File: config.mk
export PLATFORM = sky130hd
export DESIGN_NAME = dpa_arbiter
export DESIGN_NICKNAME = d
export VERILOG_FILES = /design/src/rtl/dpa_pkg.sv /design/src/rtl/dpa_port_track.sv /design/src/rtl/dpa_grant.sv /design/src/rtl/dpa_busy_gate.sv /design/src/rtl/dpa_arbiter.sv
export SDC_FILE = /design/constraint.sdc
export NUM_CORES = 1
export LEC_CHECK = 0
export ABC_CLOCK_PERIOD_IN_PS = 3000
export CAP_MARGIN = 10
export CORE_MARGIN = 5
export CORE_UTILIZATION = 45
export CTS_CLUSTER_SIZE = 28
export DETAILED_ROUTE_END_ITERATION = 12
export PLACE_DENSITY = 0.77
export RECOVER_POWER = 50
export SLEW_MARGIN = 0
export SYNTH_ARGS = -nofsm -noshare
export SYNTH_HDL_FRONTEND = slang
export SYNTH_SLANG_ARGS = --single-unit
File: constraint.sdc
create_clock -name clk -period 3 [get_ports clk]
set_input_delay 0.3 -clock clk [delete_from_list [all_inputs] [get_ports clk]]
set_output_delay 0.3 -clock clk [all_outputs]
set_load 0.05 [all_outputs]
File: src/rtl/dpa_pkg.sv
package dpa_pkg;
  typedef enum logic [1:0] {
    OWN_NONE  = 2'd0,
    OWN_LEFT  = 2'd1,
    OWN_RIGHT = 2'd2
  } owner_e;

  localparam int unsigned SIDES = 2;
  localparam int unsigned SIDE_L = 0;
  localparam int unsigned SIDE_R = 1;
endpackage

File: src/rtl/dpa_port_track.sv
// Remembers last cycle's enable and address of one port and flags
// whether the port is still sitting on the same word (incumbency).
module dpa_port_track #(
  parameter int unsigned ADDR_W = 13
) (
  input  logic              clk,
  input  logic              rst_n,
  input  logic              ce,
  input  logic [ADDR_W-1:0] addr,
  output logic              incumbent
);
  logic              ce_q;
  logic [ADDR_W-1:0] addr_q;

  always_ff @(posedge clk or negedge rst_n) begin
    if (!rst_n) begin
      ce_q   <= 1'b0;
      addr_q <= '0;
    end else begin
      ce_q   <= ce;
      addr_q <= addr;
    end
  end

  assign incumbent = ce & ce_q & (addr == addr_q);
endmodule

File: src/rtl/dpa_grant.sv
// Chooses the collision winner: held owner first, then incumbency,
// then the fixed tie-break. The owner is kept while the collision lasts.
module dpa_grant
  import dpa_pkg::*;
#(
  parameter bit TIE_LEFT = 1'b1
) (
  input  logic   clk,
  input  logic   rst_n,
  input  logic   match,
  input  logic   inc_l,
  input  logic   inc_r,
  output owner_e winner
);
  localparam owner_e TIE_OWNER = TIE_LEFT ? OWN_LEFT : OWN_RIGHT;

  owner_e owner_q;
  owner_e owner_d;

  always_comb begin
    if (owner_q != OWN_NONE)   winner = owner_q;
    else if (inc_r && !inc_l)  winner = OWN_RIGHT;
    else if (inc_l && !inc_r)  winner = OWN_LEFT;
    else                       winner = TIE_OWNER;
    owner_d = match ? winner : OWN_NONE;
  end

  always_ff @(posedge clk or negedge rst_n) begin
    if (!rst_n) owner_q <= OWN_NONE;
    else        owner_q <= owner_d;
  end
endmodule

File: src/rtl/dpa_busy_gate.sv
// Selects the effective busy for one port and qualifies its write.
module dpa_busy_gate (
  input  logic mode_master,
  input  logic lose,
  input  logic ext_busy_n,
  input  logic ce,
  input  logic we,
  output logic busy_n,
  output logic wr_en
);
  always_comb begin
    busy_n = mode_master ? ~lose : ext_busy_n;
    wr_en  = ce & we & busy_n;
  end
endmodule

File: src/rtl/dpa_arbiter.sv
module dpa_arbiter
  import dpa_pkg::*;
#(
  parameter int unsigned ADDR_W   = 13,
  parameter bit          TIE_LEFT = 1'b1
) (
  input  logic              clk,
  input  logic              rst_n,
  input  logic              mode_master,
  input  logic              l_ce,
  input  logic              l_we,
  input  logic [ADDR_W-1:0] l_addr,
  input  logic              r_ce,
  input  logic              r_we,
  input  logic [ADDR_W-1:0] r_addr,
  input  logic              l_busy_in_n,
  input  logic              r_busy_in_n,
  output logic              l_busy_n,
  output logic              r_busy_n,
  output logic              l_wr_en,
  output logic              r_wr_en
);
  logic [SIDES-1:0]             ce_v, we_v, ext_v, inc_v, lose_v, busy_v, wren_v;
  logic [SIDES-1:0][ADDR_W-1:0] addr_v;
  logic                         match;
  owner_e                       winner;

  assign ce_v   = {r_ce, l_ce};
  assign we_v   = {r_we, l_we};
  assign ext_v  = {r_busy_in_n, l_busy_in_n};
  assign addr_v = {r_addr, l_addr};

  assign match = l_ce & r_ce & (l_addr == r_addr);

  generate
    for (genvar g = 0; g < SIDES; g++) begin : g_track
      dpa_port_track #(.ADDR_W(ADDR_W)) u_trk (
        .clk       (clk),
        .rst_n     (rst_n),
        .ce        (ce_v[g]),
        .addr      (addr_v[g]),
        .incumbent (inc_v[g])
      );
    end
  endgenerate

  dpa_grant #(.TIE_LEFT(TIE_LEFT)) u_grant (
    .clk    (clk),
    .rst_n  (rst_n),
    .match  (match),
    .inc_l  (inc_v[SIDE_L]),
    .inc_r  (inc_v[SIDE_R]),
    .winner (winner)
  );

  assign lose_v[SIDE_L] = match & (winner == OWN_RIGHT);
  assign lose_v[SIDE_R] = match & (winner == OWN_LEFT);

  generate
    for (genvar g = 0; g < SIDES; g++) begin : g_gate
      dpa_busy_gate u_gate (
        .mode_master (mode_master),
        .lose        (lose_v[g]),
        .ext_busy_n  (ext_v[g]),
        .ce          (ce_v[g]),
        .we          (we_v[g]),
        .busy_n      (busy_v[g]),
        .wr_en       (wren_v[g])
      );
    end
  endgenerate

  assign l_busy_n = busy_v[SIDE_L];
  assign r_busy_n = busy_v[SIDE_R];
  assign l_wr_en  = wren_v[SIDE_L];
  assign r_wr_en  = wren_v[SIDE_R];
endmodule

==> impl_metrics.csv, run 1 <==
group,metric,value,unit
place,detailedPlacementHpwl,2060,um
route,drt_wl_total,2590,um
clock_tree,clock_latency,340,ps
worst_setup_path,end_kind,"primary output",
worst_setup_path,r2r_setup_slack,1380,ps
clock_tree,cts_max_level,2,
sta,period_minus_slack,2740,ps
clock_tree,postCtsSetupBuffers,0,
die,die-width,63.4,um
sta,slew_viol_final,31,
synth,synthesis.area,1280,um2
route,postRouteAntennaNets,0,
synth,yosysWarnings,0,
cells_and_area,fin_area,1800,um2
synth,synth_area_leaders,"dfrtp_1, xor2_1, xnor2_1, nor4_1, nand4_1",
route,drc,0,
worst_setup_path,worst_ep_required_time,2700,ps
synth,ys_seq_area_frac,0.585,
synth,synthFlopType,"dfrtp_1",
power_and_ir_drop,cellLeakagePower,0.000746,uW
sta,setup_tns,0,ps
power_and_ir_drop,peakVddDrop,0.469,mV
synth,yosys.area.top_type,"dfrtp_1",
clock_tree,clkTransAtPathRegs,100,ps
clock_tree,cts-buffers-inserted,5,
clock_tree,cts_buffer_depth,2,
global_route,grt_pass1_wl,4470,um
die,dieArea,4020,um2
power_and_ir_drop,power.density,489,nW/um2
cells_and_area,syn_to_final_growth,40.2,%
global_route,antenna_found_initial,0,
sta,final.period_utilization,0.912,
clock_tree,cts_hold_buf,0,
status,violations,"max-capacitance violations, max-slew violations",
die,ios,39,
sta,whs,495,ps
global_route,grt_max_degree,31,
route,dr_total_vias,893,
die,core_area,2730,um2
synth,ys_types,19,
place,portBuffers,38,
worst_setup_path,slowest_stage,"dlygate4sd3_1",
die,die_y,63.4,um
synth,netlist_instances,100,
clock_tree,clock_sinks,30,
cells_and_area,nets,181,
sta,fin_skew,9.16,ps
worst_setup_path,crit_chain,"dlygate4sd3_1, xor2_1, nor4_1, nand4_1, o21a_1, a211oi_2, buf_12",
clock_tree,cts_resized,0,
cells_and_area,antennaDiodeCount,0,
worst_hold_path,hp-class,"in2reg",
sta,rsz0062_at_grt,"false",
place,place_area,1720,um2
synth,synth_edf_count,0,
cells_and_area,final_cell_count_no_fill,178,
synth,avgSynthCellArea,12.8,um2
global_route,gr-usage-all-layers,0.151,
clock_tree,cts_tree,"done",
status,status,"finished with violations",
cells_and_area,layout-drive-gt1-share,0.102,
place,place_inst,170,
worst_setup_path,cp-start-kind,"input port",
sta,finalSetupViolCount,0,
synth,synth_fp_nets,135,
worst_setup_path,worst-setup-path-type,"in2out",
global_route,grt_pass1_vias,949,
worst_setup_path,cp_max_fo,3,
sta,slew_headroom,-0.0262,
flow_run,maxCapViolCount,1,
power_and_ir_drop,totalPowerFinal,879,uW
sta,fmax,366,MHz
clock_tree,clock-root-buffer,"clkbuf_4",
place,gp_congestion,0.785,
route,drt_iter0_markers,26,
synth,ys_async_sr_fraction,1.00,
route,firstDrtPassIters,4,
die,start_util,0.469,
sta,hold_viol,0,
sta,worst_slew_pin_slew,1540,ps
worst_setup_path,crit_arrival,2440,ps
route,vias_per_cell,5.02,
die,row_count,19,
worst_setup_path,cp_slowest_stage_delay,600,ps
global_route,grt_overflow_total,0,
synth,yosysTopAreaCellShare,0.585,
synth,ys_seq_elements,30,
route,routedWlPerCell,14.5,um
routing by layer:
layer | routed length [um] | track usage
met1 | 1140 | 0.197
met2 | 1200 | 0.206
met3 | 190 | 0.0764
met4 | 59 | 0.0701
met5 | 0 | 0
through the flow:
| stage | util | worst slack (ps) |
|---|---|---|
| 5_1_grt | 0.658 | 110 |
| 4_1_cts | 0.659 | 398 |
| 2_1_floorplan | - | 467 |
| 6_report | 0.658 | 264 |
| 3_3_place_gp | 0.631 | 443 |
| 3_5_place_dp | 0.631 | 396 |
sequential cells by signal, indices dropped and copies added (netlist names):
register,cells
g_track.u_trk.ce_q,2
g_track.u_trk.addr_q,26
u_grant.owner_q,2
Yosys cell counts, types with 2 or more instances:
master / n
dfrtp_1: 30
xor2_1: 25
xnor2_1: 14
nor4_1: 5
nand4_1: 4
nor2_1: 4
nand2_1: 3
a21oi_1: 2
inv_1: 2
nor4_2: 2
cell usage in the layout (no fill, tap or decap), drive strengths merged:
cell type	count
dfrtp	30
dlygate4sd3	28
xor2	25
xnor2	14
nor4	7
clkdlybuf4s50	6
clkbuf	6
nand4	4
nor2	4
buf	4
nand2	3
inv	2
a21oi	2
clkinv	2
a211oi	2
nand3	1
and3	1
and4	1
nor3	1
o22ai	1
and2	1
o21a	1
bufinv	1
kinds of logic (layout without fill, tap and decap cells):
group / count (synthesis) / in the layout / synth area share
xor gates and xnor gates: 39 / 39 / 0.266
AOI/OAI and AO/OA: 6 / 6 / 0.0342
buffers and inverters: 2 / 49 / 0.00586
and+or+nand+nor: 23 / 23 / 0.108
DFF: 30 / 30 / 0.585
critical path, delay by kind of cell:
kind | cells | cell delay [ps]
AND/OR/NAND/NOR | 2 | 650
XOR/XNOR | 1 | 160
AO/OA/AOI/OAI | 2 | 550
buffers and inverters | 2 | 780
layout make-up:
type,count,area (um2)
fillers,221,936
inverters,2,7.51
repair buffers,39,399
clock inverters,3,40.0
multi-input cells,68,524
flip-flops and latches,30,751
well taps,31,38.8
clock buffers,5,37.5
power breakdown:
part           switching [uW]  internal, uW
sequential               7.63           423
combinational            65.8          69.7
clock                     140           172
worst paths after layout:
kind                                                      startpoint                                    end  depth (start not counted)
worst max-delay path                                      r_addr[11]                                r_wr_en                          7
worst min-delay path                                      l_addr[12]  g_track[0].u_trk.addr_q[12]$_DFF_PN0_                          1
worst max register to register  g_track[1].u_trk.addr_q[4]$_DFF_PN0_           u_grant.owner_q[0]$_DFF_PN0_                          5
worst min register to register          u_grant.owner_q[0]$_DFF_PN0_           u_grant.owner_q[0]$_DFF_PN0_                          2
max in group asynchronous                                      rst_n   g_track[1].u_trk.addr_q[3]$_DFF_PN0_                          2
min in group asynchronous                                      rst_n  g_track[0].u_trk.addr_q[10]$_DFF_PN0_                          2
Note: power is estimated with default switching activity, not from simulation.
==> run 2, diff against run 1 <==
--- a/config.mk
+++ b/config.mk
@@ -13,6 +13,7 @@
 export DETAILED_ROUTE_END_ITERATION = 12
 export PLACE_DENSITY = 0.77
 export RECOVER_POWER = 50
+export SETUP_SLACK_MARGIN = 0.1
 export SLEW_MARGIN = 0
 export SYNTH_ARGS = -nofsm -noshare
 export SYNTH_HDL_FRONTEND = slang
==> results of run 2 <==
Same layout as run 1: the final DEF is identical, and so are final timing and power.
==> run 3, diff against run 2 <==
--- a/config.mk
+++ b/config.mk
@@ -5,16 +5,16 @@
 export SDC_FILE = /design/constraint.sdc
 export NUM_CORES = 1
 export LEC_CHECK = 0
-export ABC_CLOCK_PERIOD_IN_PS = 3000
 export CAP_MARGIN = 10
 export CORE_MARGIN = 5
 export CORE_UTILIZATION = 45
+export CTS_BUF_LIST = sky130_fd_sc_hd__clkbuf_16
 export CTS_CLUSTER_SIZE = 28
 export DETAILED_ROUTE_END_ITERATION = 12
 export PLACE_DENSITY = 0.77
 export RECOVER_POWER = 50
 export SETUP_SLACK_MARGIN = 0.1
-export SLEW_MARGIN = 0
+export SLEW_MARGIN = 40
 export SYNTH_ARGS = -nofsm -noshare
 export SYNTH_HDL_FRONTEND = slang
 export SYNTH_SLANG_ARGS = --single-unit
==> impl_metrics.csv, run 3 (synthesis results as in run 1) <==
group,metric,value,unit
sta,fmax,365,MHz
route,firstDrtPassIters,4,
die,row_count,19,
sta,fin_skew,4.40,ps
global_route,grt_max_degree,31,
clock_tree,clock_latency,270,ps
place,detailedPlacementHpwl,2060,um
power_and_ir_drop,seqPwrFrac,0.386,
global_route,grt_pass1_wl,4490,um
cells_and_area,syn_to_final_growth,47.0,%
die,start_util,0.469,
sta,final.period_utilization,0.914,
cells_and_area,nets,181,
place,place_inst,170,
route,dr_total_vias,891,
clock_tree,cts_buffer_depth,2,
cells_and_area,layout-drive-gt1-share,0.102,
sta,worst_slew_pin_slew,1540,ps
route,drc,0,
cells_and_area,top_register,"g_track.u_trk.addr_q",
power_and_ir_drop,peakVddDrop,0.535,mV
power_and_ir_drop,power.density,594,nW/um2
die,dieArea,4020,um2
worst_setup_path,worst-setup-path-type,"in2out",
clock_tree,clock_sinks,30,
power_and_ir_drop,power.internal,881,uW
power_and_ir_drop,swShare,0.213,
cells_and_area,mostFrequentLayoutCells,"dfrtp_1, dlygate4sd3_1, xor2_1, xnor2_1, clkdlybuf4s50_1",
sta,slew_headroom,-0.0257,
status,status,"finished with violations",
status,violations,"max-capacitance violations, max-slew violations",
die,core_area,2730,um2
clock_tree,clock-root-buffer,"clkbuf_16",
route,postRouteAntennaNets,0,
cells_and_area,antennaDiodeCount,0,
sta,finalSetupViolCount,0,
route,drt_wl_total,2590,um
power_and_ir_drop,p_comb_frac,0.121,
clock_tree,cts-buffers-inserted,5,
cells_and_area,final_common_cell,"dfrtp_1",
die,ios,39,
sta,slew_viol_final,31,
power_and_ir_drop,cellLeakagePower,0.000785,uW
cells_and_area,top_regs,"g_track.u_trk.addr_q: 26 flops, g_track.u_trk.ce_q: 2 flops, u_grant.owner_q: 2 flops",
worst_setup_path,cp-start-kind,"input port",
global_route,gr-usage-all-layers,0.148,
sta,period_minus_slack,2740,ps
sta,hold_viol,0,
flow_run,maxCapViolCount,1,
route,vias_per_cell,5.01,
die,die_y,63.4,um
worst_setup_path,cp_max_fo,3,
power_and_ir_drop,p_sw,239,uW
worst_hold_path,hp-class,"in2reg",
clock_tree,cts_hold_buf,0,
cells_and_area,largest_register_ffs,26,
clock_tree,clkTransAtPathRegs,50,ps
die,die-width,63.4,um
worst_setup_path,crit_arrival,2440,ps
route,routedWlPerCell,14.5,um
worst_setup_path,worst_ep_required_time,2700,ps
route,drt_iter0_markers,32,
cells_and_area,final_cell_count_no_fill,178,
worst_setup_path,end_kind,"primary output",
sta,setup_tns,0,ps
clock_tree,cts_max_level,2,
sta,rsz0062_at_grt,"false",
place,gp_congestion,0.785,
clock_tree,cts_resized,0,
global_route,antenna_found_initial,0,
place,portBuffers,38,
global_route,grt_pass1_vias,966,
power_and_ir_drop,p_clk_frac,0.493,
clock_tree,cts_tree,"done",
clock_tree,postCtsSetupBuffers,0,
global_route,grt_overflow_total,0,
[run 3: worst paths after layout]
path	cells after the start	slack [ps]	startpoint	endpoint
setup / recovery	7	260	r_addr[11]	r_wr_en
min in group asynchronous	2	940	rst_n	g_track[1].u_trk.addr_q[10]$_DFF_PN0_
setup reg to reg	5	1390	g_track[1].u_trk.addr_q[11]$_DFF_PN0_	u_grant.owner_q[0]$_DFF_PN0_
hold / removal	1	570	l_addr[12]	g_track[0].u_trk.addr_q[12]$_DFF_PN0_
max in group asynchronous	2	1160	rst_n	g_track[0].u_trk.addr_q[7]$_DFF_PN0_
hold reg to reg	2	600	u_grant.owner_q[0]$_DFF_PN0_	u_grant.owner_q[0]$_DFF_PN0_
[run 3: power groups by stage]
stage               registers, uW  logic [uW]  clock network, uW
finish                        432         135                553
global route                  434         149                580
CTS                           432         146                563
detailed placement            439         145                  0
global placement              439         143                  0
floorplan                     438        58.0                  0
[run 3: layout make-up]
type	count	area (um2)
multi-input combinational	68	524
clock buffer	5	125
sequential	30	751
timing repair buffer	39	399
clock inverter	3	40.0
fill	204	848
tap	31	38.8
inverter	2	7.51
[run 3: critical path, stage by stage]
cell and delay [ps]:
dlygate4sd3_1 600, xor2_1 160, nor4_1 450, nand4_1 210, o21a_1 250, a211oi_2 300
buf_12 180
[run 3: stage by stage]
stage	setup slack [ps]	hold slack, ps	cell area [um2]	utilization	power [uW]
global placement	443	582	1720	0.631	582
finish	259	570	1890	0.690	1120
detailed placement	396	596	1720	0.631	584
CTS	398	431	1890	0.691	1140
global route	110	589	1890	0.690	1160
floorplan	467	4.41	1280	-	496
[run 3: routing by layer]
metal  GRT usage  part of all wire  vias to the layer above
met3      0.0551             0.080                        9
li1            -                 -                      434
met2       0.216              0.47                       35
met1       0.192              0.43                      413
met4      0.0701             0.020                        0
met5           0                 0                        -
